## src/rtl/dac_bank_pkg.sv

```systemverilog
package dac_bank_pkg;

  typedef enum logic [2:0] {
    ST_IDLE, ST_ADDR, ST_AACK, ST_WR, ST_WACK, ST_RD, ST_RACK
  } bus_state_t;

  typedef struct packed {
    logic osc_ext;
    logic rd_b;
    logic wr_b;
    logic lag;
  } ctrl_t;

  function automatic logic addr_match(input logic [6:0] a, input logic [5:0] hi,
                                      input logic lsb);
    return (a[6:1] == hi) && (a[0] == lsb);
  endfunction

  function automatic ctrl_t decode_ctrl(input logic [7:0] b);
    ctrl_t c;
    c.lag     = b[0];
    c.wr_b    = b[1];
    c.rd_b    = b[2];
    c.osc_ext = b[3];
    return c;
  endfunction

  function automatic logic [4:0] sat_inc(input logic [4:0] idx, input int unsigned lim);
    return (idx >= 5'(lim)) ? 5'(lim) : idx + 5'd1;
  endfunction

endpackage

```

## src/rtl/i2c_pin_sync.sv

```systemverilog
module i2c_pin_sync (
  input  logic clk,
  input  logic rst_n,
  input  logic scl_i,
  input  logic sda_i,
  output logic sda_s,
  output logic scl_rise,
  output logic scl_fall,
  output logic start_det,
  output logic stop_det
);
  logic [1:0] scl_ff, sda_ff;
  logic       scl_p, sda_p;

  always_ff @(posedge clk or negedge rst_n) begin
    if (!rst_n) begin
      scl_ff <= 2'b11;
      sda_ff <= 2'b11;
      scl_p  <= 1'b1;
      sda_p  <= 1'b1;
    end else begin
      scl_ff <= {scl_ff[0], scl_i};
      sda_ff <= {sda_ff[0], sda_i};
      scl_p  <= scl_ff[1];
      sda_p  <= sda_ff[1];
    end
  end

  assign sda_s     = sda_ff[1];
  assign scl_rise  = scl_ff[1] & ~scl_p;
  assign scl_fall  = ~scl_ff[1] & scl_p;
  assign start_det = scl_ff[1] & scl_p & sda_p & ~sda_ff[1];
  assign stop_det  = scl_ff[1] & scl_p & ~sda_p & sda_ff[1];
endmodule

```

## src/rtl/i2c_target_fsm.sv

```systemverilog
module i2c_target_fsm
  import dac_bank_pkg::*;
#(
  parameter int unsigned N_CH    = 14,
  parameter logic [5:0]  ADDR_HI = 6'b111010,
  localparam int unsigned IW     = 5
) (
  input  logic          clk,
  input  logic          rst_n,
  input  logic          addr_lsb,
  input  logic          sda_s,
  input  logic          scl_rise,
  input  logic          scl_fall,
  input  logic          start_det,
  input  logic          stop_det,
  input  logic [7:0]    rd_byte,
  output logic [IW-1:0] chan_idx,
  output logic [IW-1:0] wr_idx,
  output logic [7:0]    wr_data,
  output logic          ctrl_we,
  output logic          ch_we,
  output logic          sda_oe,
  output logic          idle
);
  bus_state_t state;
  logic [3:0] bit_cnt;
  logic [7:0] sr;
  logic       is_read, first_byte, mack;

  assign wr_data = sr;
  assign idle    = (state == ST_IDLE);

  always_ff @(posedge clk or negedge rst_n) begin
    if (!rst_n) begin
      state      <= ST_IDLE;
      bit_cnt    <= '0;
      sr         <= '0;
      is_read    <= 1'b0;
      first_byte <= 1'b0;
      mack       <= 1'b0;
      chan_idx   <= '0;
      wr_idx     <= '0;
      ctrl_we    <= 1'b0;
      ch_we      <= 1'b0;
      sda_oe     <= 1'b0;
    end else begin
      ctrl_we <= 1'b0;
      ch_we   <= 1'b0;
      if (start_det) begin
        state      <= ST_ADDR;
        bit_cnt    <= '0;
        chan_idx   <= '0;
        first_byte <= 1'b1;
        sda_oe     <= 1'b0;
      end else if (stop_det) begin
        state  <= ST_IDLE;
        sda_oe <= 1'b0;
      end else begin
        unique case (state)
          ST_IDLE: ;
          ST_ADDR: begin
            if (scl_rise) begin
              sr      <= {sr[6:0], sda_s};
              bit_cnt <= bit_cnt + 4'd1;
            end else if (scl_fall && bit_cnt == 4'd8) begin
              bit_cnt <= '0;
              if (addr_match(sr[7:1], ADDR_HI, addr_lsb)) begin
                is_read <= sr[0];
                sda_oe  <= 1'b1;
                state   <= ST_AACK;
              end else begin
                state <= ST_IDLE;
              end
            end
          end
          ST_AACK: begin
            if (scl_fall) begin
              bit_cnt <= '0;
              if (is_read) begin
                sr     <= rd_byte;
                sda_oe <= ~rd_byte[7];
                state  <= ST_RD;
              end else begin
                sda_oe <= 1'b0;
                state  <= ST_WR;
              end
            end
          end
          ST_WR: begin
            if (scl_rise) begin
              sr      <= {sr[6:0], sda_s};
              bit_cnt <= bit_cnt + 4'd1;
            end else if (scl_fall && bit_cnt == 4'd8) begin
              bit_cnt <= '0;
              sda_oe  <= 1'b1;
              state   <= ST_WACK;
              if (first_byte) begin
                ctrl_we    <= 1'b1;
                first_byte <= 1'b0;
              end else if (chan_idx < IW'(N_CH)) begin
                ch_we    <= 1'b1;
                wr_idx   <= chan_idx;
                chan_idx <= sat_inc(chan_idx, N_CH);
              end
            end
          end
          ST_WACK: begin
            if (scl_fall) begin
              sda_oe  <= 1'b0;
              bit_cnt <= '0;
              state   <= ST_WR;
            end
          end
          ST_RD: begin
            if (scl_rise) begin
              bit_cnt <= bit_cnt + 4'd1;
            end else if (scl_fall) begin
              if (bit_cnt == 4'd8) begin
                sda_oe   <= 1'b0;
                bit_cnt  <= '0;
                chan_idx <= sat_inc(chan_idx, N_CH);
                state    <= ST_RACK;
              end else begin
                sr     <= {sr[6:0], 1'b0};
                sda_oe <= ~sr[6];
              end
            end
          end
          ST_RACK: begin
            if (scl_rise) begin
              mack <= ~sda_s;
            end else if (scl_fall) begin
              if (mack) begin
                sr     <= rd_byte;
                sda_oe <= ~rd_byte[7];
                state  <= ST_RD;
              end else begin
                state <= ST_IDLE;
              end
            end
          end
          default: state <= ST_IDLE;
        endcase
      end
    end
  end
endmodule

```

## src/rtl/dac_bank_regs.sv

```systemverilog
module dac_bank_regs
  import dac_bank_pkg::*;
#(
  parameter int unsigned N_CH = 14,
  localparam int unsigned IW  = 5
) (
  input  logic              clk,
  input  logic              rst_n,
  input  logic              ctrl_we,
  input  logic              ch_we,
  input  logic [IW-1:0]     wr_idx,
  input  logic [7:0]        wr_data,
  input  logic [IW-1:0]     rd_idx,
  output logic [7:0]        rd_byte,
  output logic [N_CH*8-1:0] bank_a_flat,
  output logic [N_CH*8-1:0] bank_b_flat,
  output ctrl_t             ctrl
);
  logic [7:0] bank_a [N_CH];
  logic [7:0] bank_b [N_CH];

  always_ff @(posedge clk or negedge rst_n) begin
    if (!rst_n) ctrl <= '0;
    else if (ctrl_we) ctrl <= decode_ctrl(wr_data);
  end

  for (genvar g = 0; g < N_CH; g++) begin : g_ch
    always_ff @(posedge clk or negedge rst_n) begin
      if (!rst_n) begin
        bank_a[g] <= '0;
        bank_b[g] <= '0;
      end else if (ch_we && wr_idx == IW'(g)) begin
        if (ctrl.wr_b) bank_b[g] <= wr_data;
        else           bank_a[g] <= wr_data;
      end
    end
    assign bank_a_flat[g*8 +: 8] = bank_a[g];
    assign bank_b_flat[g*8 +: 8] = bank_b[g];
  end

  always_comb begin
    rd_byte = 8'hFF;
    for (int i = 0; i < N_CH; i++)
      if (rd_idx == IW'(i)) rd_byte = ctrl.rd_b ? bank_b[i] : bank_a[i];
  end
endmodule

```

## src/rtl/dac_bank_i2c_target.sv

```systemverilog
module dac_bank_i2c_target
  import dac_bank_pkg::*;
#(
  parameter int unsigned N_CH    = 14,
  parameter logic [5:0]  ADDR_HI = 6'b111010
) (
  input  logic              clk,
  input  logic              rst_n,
  input  logic              addr_lsb,
  input  logic              scl_i,
  input  logic              sda_i,
  output logic              sda_oe,
  output logic [N_CH*8-1:0] bank_a_flat,
  output logic [N_CH*8-1:0] bank_b_flat,
  output logic              wr_bank_sel,
  output logic              rd_bank_sel,
  output logic              osc_ext,
  output logic              lag_mode
);
  localparam int unsigned IW = 5;

  logic          sda_s, scl_rise, scl_fall, start_det, stop_det;
  logic          ctrl_we, ch_we, fsm_idle;
  logic [IW-1:0] chan_idx, wr_idx;
  logic [7:0]    wr_data, rd_byte;
  ctrl_t         ctrl;

  i2c_pin_sync u_sync (
    .clk(clk), .rst_n(rst_n), .scl_i(scl_i), .sda_i(sda_i), .sda_s(sda_s),
    .scl_rise(scl_rise), .scl_fall(scl_fall), .start_det(start_det), .stop_det(stop_det)
  );

  i2c_target_fsm #(.N_CH(N_CH), .ADDR_HI(ADDR_HI)) u_fsm (
    .clk(clk), .rst_n(rst_n), .addr_lsb(addr_lsb), .sda_s(sda_s),
    .scl_rise(scl_rise), .scl_fall(scl_fall), .start_det(start_det), .stop_det(stop_det),
    .rd_byte(rd_byte), .chan_idx(chan_idx), .wr_idx(wr_idx), .wr_data(wr_data),
    .ctrl_we(ctrl_we), .ch_we(ch_we), .sda_oe(sda_oe), .idle(fsm_idle)
  );

  dac_bank_regs #(.N_CH(N_CH)) u_regs (
    .clk(clk), .rst_n(rst_n), .ctrl_we(ctrl_we), .ch_we(ch_we), .wr_idx(wr_idx),
    .wr_data(wr_data), .rd_idx(chan_idx), .rd_byte(rd_byte),
    .bank_a_flat(bank_a_flat), .bank_b_flat(bank_b_flat), .ctrl(ctrl)
  );

  assign wr_bank_sel = ctrl.wr_b;
  assign rd_bank_sel = ctrl.rd_b;
  assign osc_ext     = ctrl.osc_ext;
  assign lag_mode    = ctrl.lag;
endmodule

```

## config.mk

```make
export PLATFORM = sky130hd
export DESIGN_NAME = dac_bank_i2c_target
export DESIGN_NICKNAME = d
export VERILOG_FILES = /design/src/rtl/dac_bank_pkg.sv /design/src/rtl/i2c_pin_sync.sv /design/src/rtl/i2c_target_fsm.sv /design/src/rtl/dac_bank_regs.sv /design/src/rtl/dac_bank_i2c_target.sv
export SDC_FILE = /design/constraint.sdc
export NUM_CORES = 1
export LEC_CHECK = 0
export CORE_MARGIN = 2
export CORE_UTILIZATION = 25
export DETAILED_ROUTE_END_ITERATION = 7
export DONT_BUFFER_PORTS = 1
export PLACE_DENSITY = 0.37
export SYNTH_ARGS = -nofsm -noshare
export SYNTH_HDL_FRONTEND = slang
export SYNTH_SLANG_ARGS = --single-unit
```

## constraint.sdc

```tcl
create_clock -name clk -period 2.2 [get_ports clk]
set_clock_uncertainty 0.2 [all_clocks]
set_input_delay 0.44 -clock clk [delete_from_list [all_inputs] [get_ports clk]]
set_output_delay 0.44 -clock clk [all_outputs]
set_load 0.03 [all_outputs]
```

Yosys cells after proc, flatten, opt, wreduce, memory -nomap -nowiden
Index checks and enable logic that the tools add are counted.
{ "op_classes": {"addsub": 2, "n_eq_ne": 71, "n_reduce_logical": 64, "n_mux": 110, "n_lt_le_gt_ge": 2, "n_bitwise": 18} }
{ "ops": {"columns": ["op", "count"], "rows": [
  ["$mux 8", 37],
  ["$eq 5x4->1 const B", 12],
  ["$reduce_and 2->1", 28],
  ["$mux 5", 10],
  ["$mux 3", 15],
  ["$ne 4x3->1 const B", 11],
  ["$eq 5x3->1 const B", 8],
  ["$mux 1", 34],
  ["$mux 4", 8],
  ["$pmux 8 s4", 1],
  ["$reduce_and 12->1", 2],
  ["$pmux 3 s7", 1],
  ["$eq 5x2->1 const B", 4],
  ["$logic_and 1x1->1", 16],
  ["$ne 4x4->1 const B", 4],
  ["$ne 2x1->1 const B", 7],
  ["$reduce_and 13->1", 1],
  ["$ne 3x2->1 const B", 4],
  ["$ne 3x3->1 const B", 4],
  ["$pmux 4 s3", 1],
  ["$reduce_and 6->1", 2],
  ["$not 1->1", 11],
  ["$eq 5x1->1 const B", 2],
  ["$logic_not 5->1", 2],
  ["26 further kinds", 42]
]} }
{ "word_totals": {"elab_cells": 314, "regBits": 265, "output_inout_bits": 229} }

Logic depth before layout (Yosys ltp)
{ "depth": {"ltp_word": 22, "ltp_mapped": 9, "mapped_depth_nobuf": 8} }

By module
Synthesis repeated with hierarchy kept, for this count alone.
{ "hier_totals": {"cells_unflattened": 1018, "hier_area_um2": 13361.6} }
{ "by_module_without_submodules": {"columns": ["mod", "cells_per_inst", "area_each_um2", "n_inst", "seq_area_each_um2"], "rows": [
  ["dac_bank_regs", 818, 11345.9, 1, 5705.5],
  ["i2c_target_fsm", 190, 1825.5, 1, 775.7],
  ["i2c_pin_sync", 10, 190.2, 1, 157.7]
]} }

Worst setup path after synthesis
OpenSTA, ideal clock, no wires.
{ "synth_timing": {"path_kind": "register to register", "start": "register u_sync.scl_p", "end": "register u_fsm.sr[0], in the netlist u_fsm.wr_data[0]", "required_time_ns": 1.896, "path_stages_with_launch": 9, "n_path_buf": 0, "slack_ns": -0.156, "arrival_time_ns": 2.052, "period_less_slack_ns": 2.356, "cell_sequence": "dfstp_2 > inv_1 > ha_1 > nor2b_1 > a32o_1 > a32oi_1 > nor3_2 > o21ai_0 > o311ai_1"} }
{ "synth_between": {"elab_chain_len": 5, "word_cells_on_any_way": 17, "cone_classes": "eq/ne (6); bitwise (10); reduce/logical (1)"} }
{ "synth_lines": {"columns": ["element", "line", "rtl"], "rows": [
  ["from (decl)", "i2c_pin_sync.sv:13", "logic scl_p, sda_p;"],
  ["from (signal assigned)", "i2c_pin_sync.sv:24", "scl_p <= scl_ff[1];"],
  ["$and 1x1->1", "i2c_pin_sync.sv:32, i2c_pin_sync.sv:33", null],
  ["$and 1x1->1 (on tied branches) (2 in series)", "i2c_pin_sync.sv:33, i2c_pin_sync.sv:32", null],
  ["$not 1->1 (no line)", null, null],
  ["$reduce_and 12->1 (no line) (*)", null, null],
  ["to (signal assigned)", "i2c_target_fsm.sv:63", "sr <= {sr[6:0], sda_s};"],
  ["to (signal assigned)", "i2c_target_fsm.sv:80", "sr <= rd_byte;"],
  ["to (signal assigned)", "i2c_target_fsm.sv:91", "sr <= {sr[6:0], sda_s};"],
  ["to (decl)", "i2c_target_fsm.sv:27", "logic [7:0] sr;"]
]} }
Mark *: on every way between the ends. The rest lies on a longest branch, timed or not.
A chain may end at the register's enable or synchronous reset.

Worst setup path after layout
{ "layout_timing": {"start": "register u_fsm.chan_idx[0]", "end": "register u_fsm.sda_oe"} }
{ "layout_between": {"elab_chain_len": 22, "word_cells_on_any_way": 37, "cone_classes": "eq/ne (13); mux (22); bitwise (1); reduce/logical (1)"} }
{ "layout_lines": {"columns": ["element", "line", "rtl"], "rows": [
  ["from (decl)", "i2c_target_fsm.sv:17", "output logic [IW-1:0] chan_idx,"],
  ["from (signal assigned)", "i2c_target_fsm.sv:103", "chan_idx <= sat_inc(chan_idx, N_CH);"],
  ["from (signal assigned)", "i2c_target_fsm.sv:121", "chan_idx <= sat_inc(chan_idx, N_CH);"],
  ["$logic_not 5->1", "dac_bank_regs.sv:44", "if (rd_idx == IW'(i)) rd_byte = ctrl.rd_b ? bank_b[i] : bank_a[i];"],
  ["$mux 8 (13 in series)", "dac_bank_regs.sv:44", null],
  ["$mux 8 (*)", "dac_bank_regs.sv:44", null],
  ["$not 1->1 (*)", "i2c_target_fsm.sv:81, i2c_target_fsm.sv:135", null],
  ["$mux 1", "i2c_target_fsm.sv:133", "if (mack) begin"],
  ["$mux 1", "i2c_target_fsm.sv:132", "end else if (scl_fall) begin"],
  ["$mux 1", "i2c_target_fsm.sv:130", "if (scl_rise) begin"],
  ["$pmux 1 s6 (*)", "i2c_target_fsm.sv:59", "unique case (state)"],
  ["$mux 1 (*)", "i2c_target_fsm.sv:55", "end else if (stop_det) begin"],
  ["$mux 1 (*)", "i2c_target_fsm.sv:49", "if (start_det) begin"],
  ["to (signal assigned)", "i2c_target_fsm.sv:81", "sda_oe <= ~rd_byte[7];"],
  ["to (signal assigned)", "i2c_target_fsm.sv:125", "sda_oe <= ~sr[6];"],
  ["to (signal assigned)", "i2c_target_fsm.sv:135", "sda_oe <= ~rd_byte[7];"],
  ["to (decl)", "i2c_target_fsm.sv:22", "output logic sda_oe,"]
]} }
Mark *: on every way between the ends. The rest lies on a longest branch, timed or not. The select of a mux whose other input is x is not followed.

==> flow_metrics.tcl <==
set metrics [dict create \
    outcome "finished with violations" \
    violations "hold timing, setup timing" \
    critPathMaxFanout 6 \
    io_buffers 0 \
    multiInputGateArea_sq_mm 0.00677 \
    synth-main-ff-cell "dfrtp_1" \
    ys_types 72 \
    synth_area_sq_mm 0.0133 \
    place_area_sq_mm 0.0163 \
    synth_area_per_cell_sq_um 12.4 \
    rsz0062_at_grt "true" \
    max-slew-margin-rel_pct 65.4 \
    overflow 0 \
    grt_max_degree 266 \
    h-tree-depth 2 \
    hold_buffers 2 \
    hpwlAfterDp_microns 38600 \
    tns_ps -1710 \
    synth-edff-count 0 \
    wire_per_inst_microns 25.6 \
    layout.nets 1377 \
    cts.path.max_buffers 3 \
    ant_nets 0 \
    fp.dieW_microns 234 \
    cts_sinks 265 \
    area_growth_pct 37.5 \
    fillerInstances 5287 \
    maxSlewViolCount 0 \
    drv_cap 0 \
    drc 0 \
    critical_path_class "reg2reg" \
    rrSetupSlack_ps -180 \
    ys_seq_area_share_pct 50.0 \
    register_area_sq_mm 0.00665 \
    io_pins 234 \
    tritoncts "done" \
    wl_met2_microns 25000 \
    start_util_pct 25.3 \
    ys_async_sr_fraction_pct 100 \
    routabilityCongestion 0.866 \
    start_kind "flip-flop" \
    tightest_slew_ps 512 \
    ir_worst_vdd_uv 397 \
    drt_iter0_markers 629 \
    final_area_sq_mm 0.0183 \
    grt_pass1_wl_microns 76100 \
    grt_use_total_pct 19.3 \
    synth_nets 1088 \
    hp-class "in2async" \
    grt_pass1_vias 10400 \
    topRoutingLayerUsed "met4" \
    viasPerCell 4.90 \
    ys_ff_latch 265 \
    end_kind "flip-flop" \
    fmax_ghz 0.421 \
    dieHeight_microns 234 \
    wl_met1_microns 23400 \
    vias 10200 \
    wl_met3_microns 3540 \
    setup_viol 17 \
    yosys_warnings 0 \
    period_needed_ps 2380 \
    required_ps 2440 \
    antenna_found_initial 0 \
    cts_buffers 35 \
    design.core.area_sq_mm 0.0526 \
    leakagePower_nw 8.43 \
    fin_hold_ws_ps -609 \
    hold_viol 265 \
    powerDensity_mw_per_mm2 850 \
    wl_microns 53200 \
    fin_ws_ps -177 \
    first_pass_iters 4 \
    antenna_cells 0 \
    fin_crit_sh_pct 108 \
    die_area_sq_mm 0.0550 \
    clockRootBuffer "clkbuf_16" \
    cp.arrival_ps 2620 \
    num_rows 84 \
    layout-drive-gt1-share_pct 54.3 \
    cts.clk_slew.worst_paths_ps 60 \
    clk_latency_ps 560 \
    syn-instance-count 1074 \
]
==> cells in the final DEF, fill, tap and decap left out, types with 6 or more instances in the layout <==
| cell type | n |
|---|---|
| buf_4 | 287 |
| mux2_2 | 258 |
| dfrtp_1 | 255 |
| mux2i_1 | 80 |
| nand2_1 | 49 |
| clkbuf_16 | 35 |
| a21oi_1 | 30 |
| nor2_1 | 29 |
| o21ai_0 | 24 |
| buf_6 | 18 |
| buf_12 | 18 |
| a21oi_2 | 13 |
| nand3b_1 | 11 |
| nor2b_1 | 10 |
| o21ai_1 | 10 |
| o21ai_2 | 10 |
| nand3_1 | 9 |
| clkbuf_1 | 9 |
| clkbuf_8 | 9 |
| a211oi_1 | 8 |
| o22ai_1 | 7 |
| a21o_1 | 7 |
| inv_1 | 6 |
| nand4bb_1 | 6 |
| o2111ai_2 | 6 |
| a22oi_1 | 6 |
| dfstp_2 | 6 |
==> metal layers <==
metal  GRT usage [%]  vias up
met5               0        -
met4            5.25        0
met3            5.38       63
met2            30.8      268
met1            25.5     5251
li1                -     4600
==> Yosys cell counts (all sizes together) (4+ instances only) <==
library cell | count | area share, %
a211oi | 9 | 0.51
a21o | 7 | 0.40
a21oi | 43 | 1.6
a221o | 5 | 0.38
a22oi | 7 | 0.40
a311oi | 7 | 0.51
a31oi | 6 | 0.28
and3 | 6 | 0.28
and3b | 5 | 0.33
buf | 27 | 1.3
clkbuf | 48 | 1.4
dfrtp | 259 | 49
dfstp | 6 | 1.2
ha | 9 | 0.85
inv | 12 | 0.34
mux2 | 260 | 22
mux2i | 84 | 6.3
nand2 | 51 | 1.4
nand2b | 5 | 0.24
nand3 | 9 | 0.34
nand3b | 11 | 0.62
nand4bb | 7 | 0.59
nor2 | 36 | 1.0
nor2b | 12 | 0.57
nor3 | 10 | 0.57
nor3b | 6 | 0.34
nor4b | 7 | 0.73
nor4bb | 6 | 0.45
o2111ai | 8 | 0.53
o211ai | 7 | 0.51
o21ai | 44 | 1.7
o221ai | 5 | 0.33
o22ai | 9 | 0.42
or3 | 4 | 0.19
==> per-stage QoR <==
step | cells | util (%) | power (mW) | hold WS, ps | setup slack [ps]
5_1_grt | 2077 | 34.8 | 16.3 | -641 | -272
2_1_floorplan | 1074 | - | 7.37 | -55.6 | -10.4
4_1_cts | 2068 | 34.2 | 15.5 | -641 | -201
3_3_place_gp | 1984 | 31.0 | 9.08 | -40.3 | -358
6_report | 2077 | 34.8 | 15.5 | -609 | -177
3_5_place_dp | 1984 | 31.0 | 9.09 | -39.5 | -387
==> critical path: stages (launching register included) <==
cell and delay [ps]:
dfrtp_2 420, inv_2 90, ha_4 160, or4b_4 540
buf_4 180, nor2_4 90, nor4_4 50, a21oi_2 170
o211ai_1 160, a21o_1 190
==> layout make-up <==
class	instances	area share, %
Tap cell	688	4.71
Sequential cell	265	36.4
Clock buffer	53	5.66
Multi-Input combinational cell	722	37.1
Clock inverter	10	0.658
Timing Repair Buffer	327	15.2
Inverter	12	0.260
==> state kept, by name, summed over array words and instances (netlist names), 2 cells and up <==
register,count
u_regs.ctrl,4
u_regs.bank_b_flat,112
u_fsm.wr_data,8
u_sync.scl_ff,2
u_fsm.bit_cnt,4
u_regs.bank_a_flat,112
u_fsm.state,3
u_fsm.chan_idx,5
u_fsm.wr_idx,5
u_sync.sda_ff,2
==> cell families (layout without fill, tap and decap cells) <==
group	after synthesis	in the layout	share of synthesized area (%)
adders and majority gates	9	9	0.848
xor gates and xnor gates	1	1	0.0660
DFF	265	265	50.0
muxes	344	344	28.4
buffers and inverters	87	402	3.04
and+or+nand+nor	191	191	8.79
AOI/OAI and AO/OA	177	177	8.89
==> report_power, final <==
part	total [mW]	switching [mW]	leakage, nW	internal, mW
sequential	5.21	0.164	3.64	5.04
combinational	4.51	2.64	4.23	1.87
clock	5.81	2.32	0.566	3.49
total	15.5	5.12	8.43	10.4
==> timing repair <==
action,CTS,global route
pin swaps,60,39
gates resized for setup,88,49
cloned,1,0
setup endpoints to repair,22,24
hold endpoints to repair,267,265
buffers inserted,19,11
==> final timing paths <==
| kind | start | end | cells after the start |
|---|---|---|---|
| max in group asynchronous | rst_n | u_sync.sda_ff[0] | 0 |
| hold reg to reg | u_sync.sda_ff[0] | u_sync.sda_ff[1] | 0 |
| min in group clk | u_sync.sda_ff[0] | u_sync.sda_ff[1] | 0 |
| setup reg to reg | u_fsm.chan_idx[0] | u_fsm.sda_oe | 9 |
| hold / removal | rst_n | u_regs.bank_b_flat[33] | 0 |
| setup / recovery | u_fsm.chan_idx[0] | u_fsm.sda_oe | 9 |
Power figures use the tool's default switching activity.
